File: src/rtl/dmaseq_pkg.sv
package dmaseq_pkg;
  typedef enum logic [2:0] {
    OFS_LEN_LO  = 3'd0,
    OFS_LEN_HI  = 3'd1,
    OFS_ADR_LO  = 3'd2,
    OFS_ADR_HI  = 3'd3,
    OFS_SHL_LO  = 3'd4,
    OFS_SHL_HI  = 3'd5,
    OFS_SHA_LO  = 3'd6,
    OFS_SHA_HI  = 3'd7
  } reg_ofs_e;

  localparam int ENABLE_BIT = 7;
endpackage

File: src/rtl/dmaseq_blkcnt.sv
module dmaseq_blkcnt #(
  parameter int LEN_W = 10
) (
  input  logic             clk,
  input  logic             rst_n,
  input  logic             clear,
  input  logic             step,
  input  logic [LEN_W-1:0] limit,
  output logic             at_end
);
  logic [LEN_W-1:0] cnt_q;
  logic [LEN_W-1:0] cnt_inc;

  assign cnt_inc = cnt_q + 1'b1;
  assign at_end  = (limit != '0) && (cnt_inc == limit);

  always_ff @(posedge clk or negedge rst_n) begin
    if (!rst_n)     cnt_q <= '0;
    else if (clear) cnt_q <= '0;
    else if (step)  cnt_q <= at_end ? '0 : cnt_inc;
  end

  // a counted block end leaves the count at zero
  a_r6_restart_after_end: assert property (@(posedge clk) disable iff (!rst_n)
    (step && at_end) |=> (cnt_q == '0));
endmodule

File: src/rtl/dmaseq_shadow.sv
module dmaseq_shadow import dmaseq_pkg::*; #(
  parameter int LEN_W  = 10,
  parameter int ADDR_W = 16
) (
  input  logic              clk,
  input  logic              rst_n,
  input  logic              wr_en,
  input  reg_ofs_e          wr_ofs,
  input  logic [7:0]        wr_data,
  input  logic              lock,
  input  logic              blk_end,
  output logic [LEN_W-1:0]  sh_len,
  output logic [ADDR_W-1:0] sh_addr,
  output logic              len_new,
  output logic              addr_new
);
  localparam int LEN_HI_W  = LEN_W - 8;
  localparam int ADDR_HI_W = ADDR_W - 8;

  logic shl_wr, sha_wr, shl_take;

  assign shl_wr   = wr_en && (wr_ofs == OFS_SHL_LO || wr_ofs == OFS_SHL_HI);
  assign sha_wr   = wr_en && (wr_ofs == OFS_SHA_LO || wr_ofs == OFS_SHA_HI);
  assign shl_take = shl_wr && !lock;

  always_ff @(posedge clk or negedge rst_n) begin
    if (!rst_n) begin
      sh_len  <= '0;
      len_new <= 1'b0;
    end else if (shl_take) begin
      if (wr_ofs == OFS_SHL_LO) sh_len[7:0]       <= wr_data;
      else                      sh_len[LEN_W-1:8] <= wr_data[LEN_HI_W-1:0];
      len_new <= 1'b1;
    end else if (blk_end && len_new) begin
      len_new <= 1'b0;
    end
  end

  always_ff @(posedge clk or negedge rst_n) begin
    if (!rst_n) begin
      sh_addr  <= '0;
      addr_new <= 1'b0;
    end else if (sha_wr) begin
      if (wr_ofs == OFS_SHA_LO) sh_addr[7:0]        <= wr_data;
      else                      sh_addr[ADDR_W-1:8] <= wr_data[ADDR_HI_W-1:0];
      addr_new <= 1'b1;
    end else if (blk_end && addr_new) begin
      addr_new <= 1'b0;
    end
  end

  // locked shadow-length writes leave value and fresh mark alone
  a_r11_locked_len: assert property (@(posedge clk) disable iff (!rst_n)
    (shl_wr && lock) |=> ($stable(sh_len) && (len_new == $past(len_new) || !len_new)));

  // a consumed fresh length is no longer fresh
  a_r7_fresh_consumed: assert property (@(posedge clk) disable iff (!rst_n)
    (blk_end && len_new && !shl_take) |=> !len_new);
endmodule

File: src/rtl/dma_block_sequencer.sv
module dma_block_sequencer import dmaseq_pkg::*; #(
  parameter int LEN_W  = 10,
  parameter int ADDR_W = 16
) (
  input  logic              clk,
  input  logic              rst_n,
  input  logic              reg_wr_en,
  input  logic [2:0]        reg_wr_addr,
  input  logic [7:0]        reg_wr_data,
  input  logic [2:0]        reg_rd_addr,
  output logic [7:0]        reg_rd_data,
  input  logic              xfer_valid,
  output logic              xfer_ready,
  output logic [ADDR_W-1:0] cur_addr,
  output logic              active,
  output logic              irq
);
  localparam int LEN_HI_W  = LEN_W - 8;
  localparam int ADDR_HI_W = ADDR_W - 8;

  reg_ofs_e          wofs, rofs;
  logic [LEN_W-1:0]  len_q;
  logic [LEN_W-1:0]  sh_len;
  logic [ADDR_W-1:0] sh_addr;
  logic              en_q, act_q, irq_q;
  logic              len_new, addr_new;
  logic              fire, at_end, blk_end;
  logic              wr_len_hi, wr_shl;

  assign wofs       = reg_ofs_e'(reg_wr_addr);
  assign rofs       = reg_ofs_e'(reg_rd_addr);
  assign fire       = xfer_valid && act_q;
  assign blk_end    = fire && at_end;
  assign wr_len_hi  = reg_wr_en && (wofs == OFS_LEN_HI);
  assign wr_shl     = reg_wr_en && (wofs == OFS_SHL_LO || wofs == OFS_SHL_HI);
  assign xfer_ready = act_q;
  assign active     = act_q;
  assign irq        = irq_q;

  dmaseq_blkcnt #(.LEN_W(LEN_W)) u_cnt (
    .clk    (clk),
    .rst_n  (rst_n),
    .clear  (wr_len_hi),
    .step   (fire),
    .limit  (len_q),
    .at_end (at_end)
  );

  dmaseq_shadow #(.LEN_W(LEN_W), .ADDR_W(ADDR_W)) u_shadow (
    .clk      (clk),
    .rst_n    (rst_n),
    .wr_en    (reg_wr_en),
    .wr_ofs   (wofs),
    .wr_data  (reg_wr_data),
    .lock     (en_q),
    .blk_end  (blk_end),
    .sh_len   (sh_len),
    .sh_addr  (sh_addr),
    .len_new  (len_new),
    .addr_new (addr_new)
  );

  // current length and enable
  always_ff @(posedge clk or negedge rst_n) begin
    if (!rst_n) begin
      len_q <= '0;
      en_q  <= 1'b0;
    end else if (reg_wr_en && wofs == OFS_LEN_LO) begin
      len_q[7:0] <= reg_wr_data;
    end else if (wr_len_hi) begin
      len_q[LEN_W-1:8] <= reg_wr_data[LEN_HI_W-1:0];
      en_q             <= reg_wr_data[ENABLE_BIT];
    end else if (blk_end && len_new) begin
      len_q <= sh_len;
    end
  end

  // running state
  always_ff @(posedge clk or negedge rst_n) begin
    if (!rst_n)                   act_q <= 1'b0;
    else if (wr_len_hi)           act_q <= reg_wr_data[ENABLE_BIT];
    else if (blk_end && !len_new) act_q <= 1'b0;
  end

  // address counter
  always_ff @(posedge clk or negedge rst_n) begin
    if (!rst_n)                                cur_addr <= '0;
    else if (reg_wr_en && wofs == OFS_ADR_LO)  cur_addr[7:0] <= reg_wr_data;
    else if (reg_wr_en && wofs == OFS_ADR_HI)  cur_addr[ADDR_W-1:8] <= reg_wr_data[ADDR_HI_W-1:0];
    else if (blk_end && addr_new)              cur_addr <= sh_addr;
    else if (fire)                             cur_addr <= cur_addr + 1'b1;
  end

  // interrupt: set at a limited block end, cleared by a shadow-length write
  always_ff @(posedge clk or negedge rst_n) begin
    if (!rst_n)       irq_q <= 1'b0;
    else if (blk_end) irq_q <= 1'b1;
    else if (wr_shl)  irq_q <= 1'b0;
  end

  always_comb begin
    case (rofs)
      OFS_LEN_LO: reg_rd_data = len_q[7:0];
      OFS_LEN_HI: reg_rd_data = {en_q, {(7-LEN_HI_W){1'b0}}, len_q[LEN_W-1:8]};
      OFS_ADR_LO: reg_rd_data = cur_addr[7:0];
      OFS_ADR_HI: reg_rd_data = cur_addr[ADDR_W-1:8];
      OFS_SHL_LO: reg_rd_data = sh_len[7:0];
      OFS_SHL_HI: reg_rd_data = {{(8-LEN_HI_W){1'b0}}, sh_len[LEN_W-1:8]};
      OFS_SHA_LO: reg_rd_data = sh_addr[7:0];
      default:    reg_rd_data = sh_addr[ADDR_W-1:8];
    endcase
  end

  // the interrupt only rises after an accepted transfer
  a_r6_irq_after_xfer: assert property (@(posedge clk) disable iff (!rst_n)
    $rose(irq) |-> $past(xfer_valid && xfer_ready));

  // the channel only stops through a write or a transfer
  a_r9_stop_cause: assert property (@(posedge clk) disable iff (!rst_n)
    $fell(active) |-> ($past(reg_wr_en) || $past(xfer_valid)));

  // a plain transfer moves the address on by one
  a_r4_addr_step: assert property (@(posedge clk) disable iff (!rst_n)
    (xfer_valid && xfer_ready && !reg_wr_en && !at_end) |=> (cur_addr == $past(cur_addr) + 1'b1));

  // an unlimited block never raises the interrupt
  a_r5_unlimited_quiet: assert property (@(posedge clk) disable iff (!rst_n)
    (len_q == '0 && !irq) |=> !irq);
endmodule

File: config.mk
export PLATFORM = sky130hd
export DESIGN_NAME = dma_block_sequencer
export DESIGN_NICKNAME = d
export VERILOG_FILES = /design/src/rtl/dmaseq_pkg.sv /design/src/rtl/dmaseq_blkcnt.sv /design/src/rtl/dmaseq_shadow.sv /design/src/rtl/dma_block_sequencer.sv
export SDC_FILE = /design/constraint.sdc
export NUM_CORES = 1
export LEC_CHECK = 0
export BUFFER_PORTS_ARGS = -buffer_cell sky130_fd_sc_hd__buf_2
export CORE_MARGIN = 4
export CORE_UTILIZATION = 60
export DETAILED_ROUTE_END_ITERATION = 8
export PLACE_DENSITY = 0.88
export SLEW_MARGIN = 20
export SYNTH_ARGS = -nofsm -noshare
export SYNTH_HDL_FRONTEND = slang
export SYNTH_HIERARCHICAL = 1
export SYNTH_SLANG_ARGS = --single-unit
File: constraint.sdc
create_clock -name clk -period 8.9 [get_ports clk]
set_input_delay 2.225 -clock clk [delete_from_list [all_inputs] [get_ports clk]]
set_output_delay 2.225 -clock clk [all_outputs]
set_load 0.05 [all_outputs]
==> flow_summary_export.csv, run 1 <==
group,metric,value,unit
yosys,synth_cell_types,83,
yosys,synth_edf_count,0,
hold_path,holdCritPathClass,"reg -> reg",
sta,fmax,0.167,GHz
global_routing,antenna_found_initial,0,
yosys,synth_warnings,6,
clock_network,clock_latency,340,ps
critical_path,critPathKind,"in -> out",
clock_network,cts_tree,"built",
cells_and_area,syn_to_final_growth,10.5,%
critical_path,worstPathMaxFanout,31,
job,maxCapViolations,0,
sta,worst_pin_slew,848,ps
critical_path,cp.arrival,3770,ps
routing,vias,3838,
sta,hold_viol_final,0,
yosys,yosysMostFrequentCell,"dfrtp_1",
sta,layout_min_cycle_time,5990,ps
hold_path,hp-start,"irq",
yosys,yosysTopAreaCell,"dfrtp_1",
global_routing,grt_max_degree,68,
global_routing,overflow,0,
critical_path,r2r_setup_slack,5150,ps
yosys,syn_nets,456,
clock_network,cts-htree-levels,3,
floorplan,dieArea,8640,µm²
routing,drt-total-wl,11200,µm
floorplan,die-height,92.9,µm
yosys,syn_inst,436,
placement,gp_congestion,0.934,
hold_path,min_to,"irq",
critical_path,rr_worst_depth,11,
routing,drtPass1Iterations,5,
global_routing,grt_pass1_vias,3718,
critical_path,r2r_start,"u_cnt/cnt_q[0]",
hold_path,holdPathStages,2,
routing,ant_nets,0,
power,ir_drop,0.215,mV
yosys,synth_commonest_cells,"67 x dfrtp_1, 37 x nand2_1, 32 x o21ai_0, 27 x nor2_1, 26 x mux2_2",
floorplan,die_width,92.9,µm
floorplan,initial_core_util,62.7,%
floorplan,core_area,6910,µm²
sta,setup_tns,0,ps
routing,drt-initial-drc-count,365,
clock_network,path_clk_slew,70,ps
placement,io_buffers,44,
global_routing,track_usage,28.1,%
yosys,synth_top_flop_cell,"dfrtp_1",
critical_path,worstSetupStartpointType,"primary input",
yosys,synthArstFlopShare,100,%
sta,slew-limit-headroom,43.4,%
yosys,ys_seq_area_share,38.7,%
sta,finalSetupViolCount,0,
critical_path,timing.rr.end,"cur_addr[13]",
routing,drcViolationCount,0,
sta,period_share,67.3,%
sta,rsz0062_at_grt,"no",
yosys,yosysTopAreaCellShare,38.7,%
clock_network,cts_setup_buffers,0,
yosys,ys_top_cells_by_area,"dfrtp_1 39%, mux2_2 6.8%, mux2i_1 4.6%",
status,status,"finished, final reports clean",
routing,wl_per_cell,19.6,µm
power,power,0.00133,W
sta,maxSlewViolCount,0,
clock_network,ctsHoldBuffers,0,
clock_network,clockBufferDepth,2,
critical_path,cp.required,6680,ps
clock_network,clock-root-buffer,"clkbuf_8",
cells_and_area,drive_gt1_share,25.2,%
cells_and_area,fillers,543,
yosys,ys_ff_latch,67,
power,power_density,279,nW/µm²
routing,viasPerCell,6.70,
critical_path,cp-end-kind,"output port",
cells_and_area,nets,492,
power,power_leakage,2.03,nW
sta,finClkSkew,8.70,ps
yosys,netlist_area,4330,µm²
floorplan,pin_count,45,
global_routing,grt_pass1_wl,19100,µm
cells_and_area,diodes,0,
clock_network,cts-buffers-inserted,9,
yosys,synth_area_per_cell,9.93,µm²
clock_network,clock-sinks,67,
floorplan,rows,30,
clock_network,cts_resized,0,
placement,hpwl,8010,µm
-- power breakdown --
| part | internal, W | total [W] | switching, W | leakage (nW) |
|---|---|---|---|---|
| registers | 0.000390 | 0.000529 | 0.000139 | 0.813 |
| logic | 0.000200 | 0.000531 | 0.000331 | 1.11 |
| clock network | 0.000156 | 0.000273 | 0.000117 | 0.110 |
-- cell families after synthesis --
logic type | after synthesis | synth area share, %
AO/OA/AOI/OAI | 113 | 18.3
XOR/XNOR | 18 | 3.99
adder cells (fa/ha/maj) | 2 | 0.578
buffers and inverters | 36 | 4.37
flip-flops | 67 | 38.7
multiplexers | 49 | 13.0
AND/OR/NAND/NOR | 151 | 21.0
-- sequential cells by signal, indices dropped and copies added, names as in the netlist --
| signal | cells |
|---|---|
| cur_addr | 16 |
| en_q | 1 |
| u_cnt/cnt_q | 10 |
| u_shadow/len_new | 1 |
| irq | 1 |
| u_shadow/addr_new | 1 |
| active | 1 |
| len_q | 10 |
| u_shadow/sh_addr | 16 |
| u_shadow/sh_len | 10 |
-- layer usage --
layer  up-vias  track usage (%)  share of wire [%]
li1       1726                -                  -
met1      1888             40.2                 44
met2       197             42.7                 45
met3        27             4.63                8.4
met4         0             10.5                2.2
met5         -                0                  0
-- stage by stage --
stage / utilization [%] / cells / worst slack [ps] / instance area (µm²) / hold slack [ps]
floorplan: - / 436 / 2420 / 4330 / 471
global placement: 66.1 / 557 / 2990 / 4570 / 483
detailed placement: 66.1 / 557 / 2930 / 4570 / 515
CTS: 69.1 / 573 / 2930 / 4770 / 532
global route: 69.2 / 573 / 2740 / 4780 / 562
finish: 69.2 / 573 / 2910 / 4780 / 523
-- critical path, stage by stage --
cell	delay, ps
buf_2	460
inv_1	250
a21oi_1	190
a21oi_1	60
a221oi_1	260
buf_2	320
-- how the worst max path moves through the flow --
stage	slack [ps]	cells past startpoint	endpoint	startpoint
final	2910	6	reg_rd_data[2]	reg_rd_addr[2]
after global routing	2740	6	reg_rd_data[2]	reg_rd_addr[2]
after CTS	2930	6	reg_rd_data[2]	reg_rd_addr[2]
after detailed placement	2930	6	reg_rd_data[2]	reg_rd_addr[2]
after global placement	2990	6	reg_rd_data[5]	reg_rd_addr[2]
after floorplan	2420	6	reg_rd_data[5]	reg_rd_addr[0]
-- cell type report --
| cell class | count | area, µm² | area share (%) |
|---|---|---|---|
| tap | 96 | 120 | 2.51 |
| inverter | 14 | 52.6 | 1.10 |
| multi-input combinational | 333 | 2480 | 51.9 |
| clock inverter | 6 | 80.1 | 1.67 |
| clock buffer | 10 | 128 | 2.67 |
| sequential | 67 | 1680 | 35.1 |
| timing repair buffer | 47 | 243 | 5.08 |
-- cell usage in the layout, fill, tap and decap left out, drive strengths merged, types with 8 or more instances in the layout --
cell type / n
inv: 14
nor4: 9
a21oi: 17
nor2: 28
buf: 47
xnor2: 11
nand2: 38
mux2: 26
mux2i: 20
nand3: 16
clkbuf: 10
nand4: 8
a211oi: 10
a22o: 8
o21ai: 34
dfrtp: 67
Power figures use the tool's default switching activity.
==> run 2: changes to the inputs <==
==> constraint.sdc (replaced) <==
create_clock -name clk -period 5.8 [get_ports clk]
set_input_delay 1.45 -clock clk [delete_from_list [all_inputs] [get_ports clk]]
set_output_delay 1.45 -clock clk [all_outputs]
set_load 0.05 [all_outputs]
==> run 2 against run 1 <==
Critical path depth unchanged. Clock skew increased by 1.5 ps. Die area unchanged. Flip-flop and latch count unchanged. Setup slack got worse by 1600 ps. Final area increased by 0.68%. Sequential power increased by 54%. Via count increased by 3.3%. Sequential share of layout area decreased by 0.24 points. Largest power group unchanged.
==> flow_summary_export.csv, run 2 (synthesis results as in run 1) <==
group,metric,value,unit
status,status,"finished, final reports clean",
power,power_density,439,nW/µm²
critical_path,critPathTopFamily,"buffers and inverters",
clock_network,clock-sinks,67,
routing,wl_per_cell,21.1,µm
sta,slew-limit-headroom,45.0,%
routing,drt-total-wl,12100,µm
global_routing,grt_max_degree,50,
critical_path,cp_slowest_cell,"buf_2",
placement,post-place-cells,557,
cells_and_area,mostFrequentLayoutCell,"dfrtp_1",
critical_path,cp.arrival,3020,ps
sta,hold_viol_final,0,
hold_path,holdCritPathClass,"reg -> reg",
placement,io_buffers,44,
cells_and_area,top_regs,"cur_addr: 16 flops, u_shadow/sh_addr: 16 flops",
sta,worst_pin_slew,823,ps
clock_network,cts_setup_buffers,0,
clock_network,cts-buffers-inserted,9,
sta,maxSlewViolCount,0,
global_routing,overflow,0,
routing,viasPerCell,6.92,
global_routing,grt_pass1_wl,19800,µm
sta,fmax,0.224,GHz
clock_network,clockBufferDepth,2,
clock_network,ctsHoldBuffers,0,
clock_network,cts_resized,0,
sta,layout_min_cycle_time,4470,ps
clock_network,cts-htree-levels,3,
cells_and_area,final_cell_mix,"67 x dfrtp_1, 44 x buf_2, 37 x nand2_1",
placement,gp_congestion,0.949,
critical_path,crit_buf_inv,3,
global_routing,grt_pass1_vias,3782,
job,maxCapViolations,0,
routing,drcViolationCount,0,
sta,period_share,77.1,%
cells_and_area,syn_to_final_growth,11.2,%
floorplan,dieArea,8640,µm²
cells_and_area,instances_no_fill,573,
floorplan,rows,30,
critical_path,worstSetupStartpointType,"primary input",
critical_path,worstPathMaxFanout,31,
routing,drtPass1Iterations,6,
floorplan,die_width,92.9,µm
sta,finClkSkew,10.2,ps
power,power_leakage,2.04,nW
floorplan,initial_core_util,62.7,%
cells_and_area,diodes,0,
routing,vias,3966,
sta,rsz0062_at_grt,"no",
global_routing,antenna_found_initial,0,
critical_path,crit_chain,"buf_2 -> inv_1 -> a21oi_1 -> a21oi_1 -> a221oi_1 -> buf_2",
placement,hpwl,8360,µm
global_routing,track_usage,29.4,%
routing,drt-initial-drc-count,410,
critical_path,cp-end-kind,"output port",
sta,setup_tns,0,ps
power,power,0.00211,W
clock_network,path_clk_slew,80,ps
clock_network,clock-root-buffer,"clkbuf_8",
clock_network,clock_latency,350,ps
critical_path,cp.required,4350,ps
sta,finalSetupViolCount,0,
floorplan,core_area,6910,µm²
critical_path,max_stage_delay,470,ps
cells_and_area,nets,492,
sta,worst_slack,1330,ps
floorplan,die-height,92.9,µm
placement,pre_cts_slack,1360,ps
floorplan,pin_count,45,
clock_network,cts_tree,"built",
critical_path,critPathKind,"in -> out",
cells_and_area,drive_gt1_share,25.4,%
power,ir_drop,0.355,mV
routing,ant_nets,0,
run 2: cell types whose count changed in the layout (fill, tap and decap cells not counted), sizes merged:
cell	change
clkinv	-1
clkbuf	-1
bufinv	+1
clkinvlp	+1
run 2: final cells by class:
cell class / count / area, µm²
Multi-Input combinational cell: 333 / 2480
Clock inverter: 7 / 116
Sequential cell: 67 / 1680
Timing Repair Buffer: 47 / 243
Clock buffer: 9 / 124
Inverter: 14 / 52.6
Fill cell: 547 / 2090
Tap cell: 96 / 120
run 2: where the power goes:
part / total, W / internal, W / switching (W)
logic: 0.000820 / 0.000305 / 0.000515
clock network: 0.000477 / 0.000285 / 0.000192
registers: 0.000816 / 0.000599 / 0.000217
total: 0.00211 / 0.00119 / 0.000924
run 2: tightest hold or removal path, cell delays in order, from the launching register on:
cell     delay, ps
dfrtp_1        360
o21ai_0         80
nand2_1         60
run 2: worst paths after layout:
check | start | end | slack, ps | cells past startpoint
hold reg to reg | irq | irq | 530 | 2
setup / recovery | reg_rd_addr[2] | reg_rd_data[5] | 1330 | 6
setup reg to reg | u_cnt/cnt_q[0] | cur_addr[13] | 1920 | 11
min in group asynchronous | rst_n | cur_addr[15] | 1040 | 1
hold / removal | irq | irq | 530 | 2
max in group asynchronous | rst_n | u_shadow/sh_len[1] | 3770 | 2
run 2: through the flow:
step / util (%) / hold WS [ps] / area, µm²
after floorplan: - / 471 / 4330
after CTS: 69.6 / 539 / 4810
after global routing: 69.7 / 547 / 4810
final: 69.7 / 534 / 4810
after global placement: 66.1 / 482 / 4570
after detailed placement: 66.1 / 521 / 4570
run 2: layer usage:
metal	up-vias	GRT usage (%)	wire length (µm)
met4	0	11.1	312
met3	36	4.55	1190
met2	271	46.3	5680
li1	1723	-	-
met1	1936	40.8	4930
met5	-	0	0
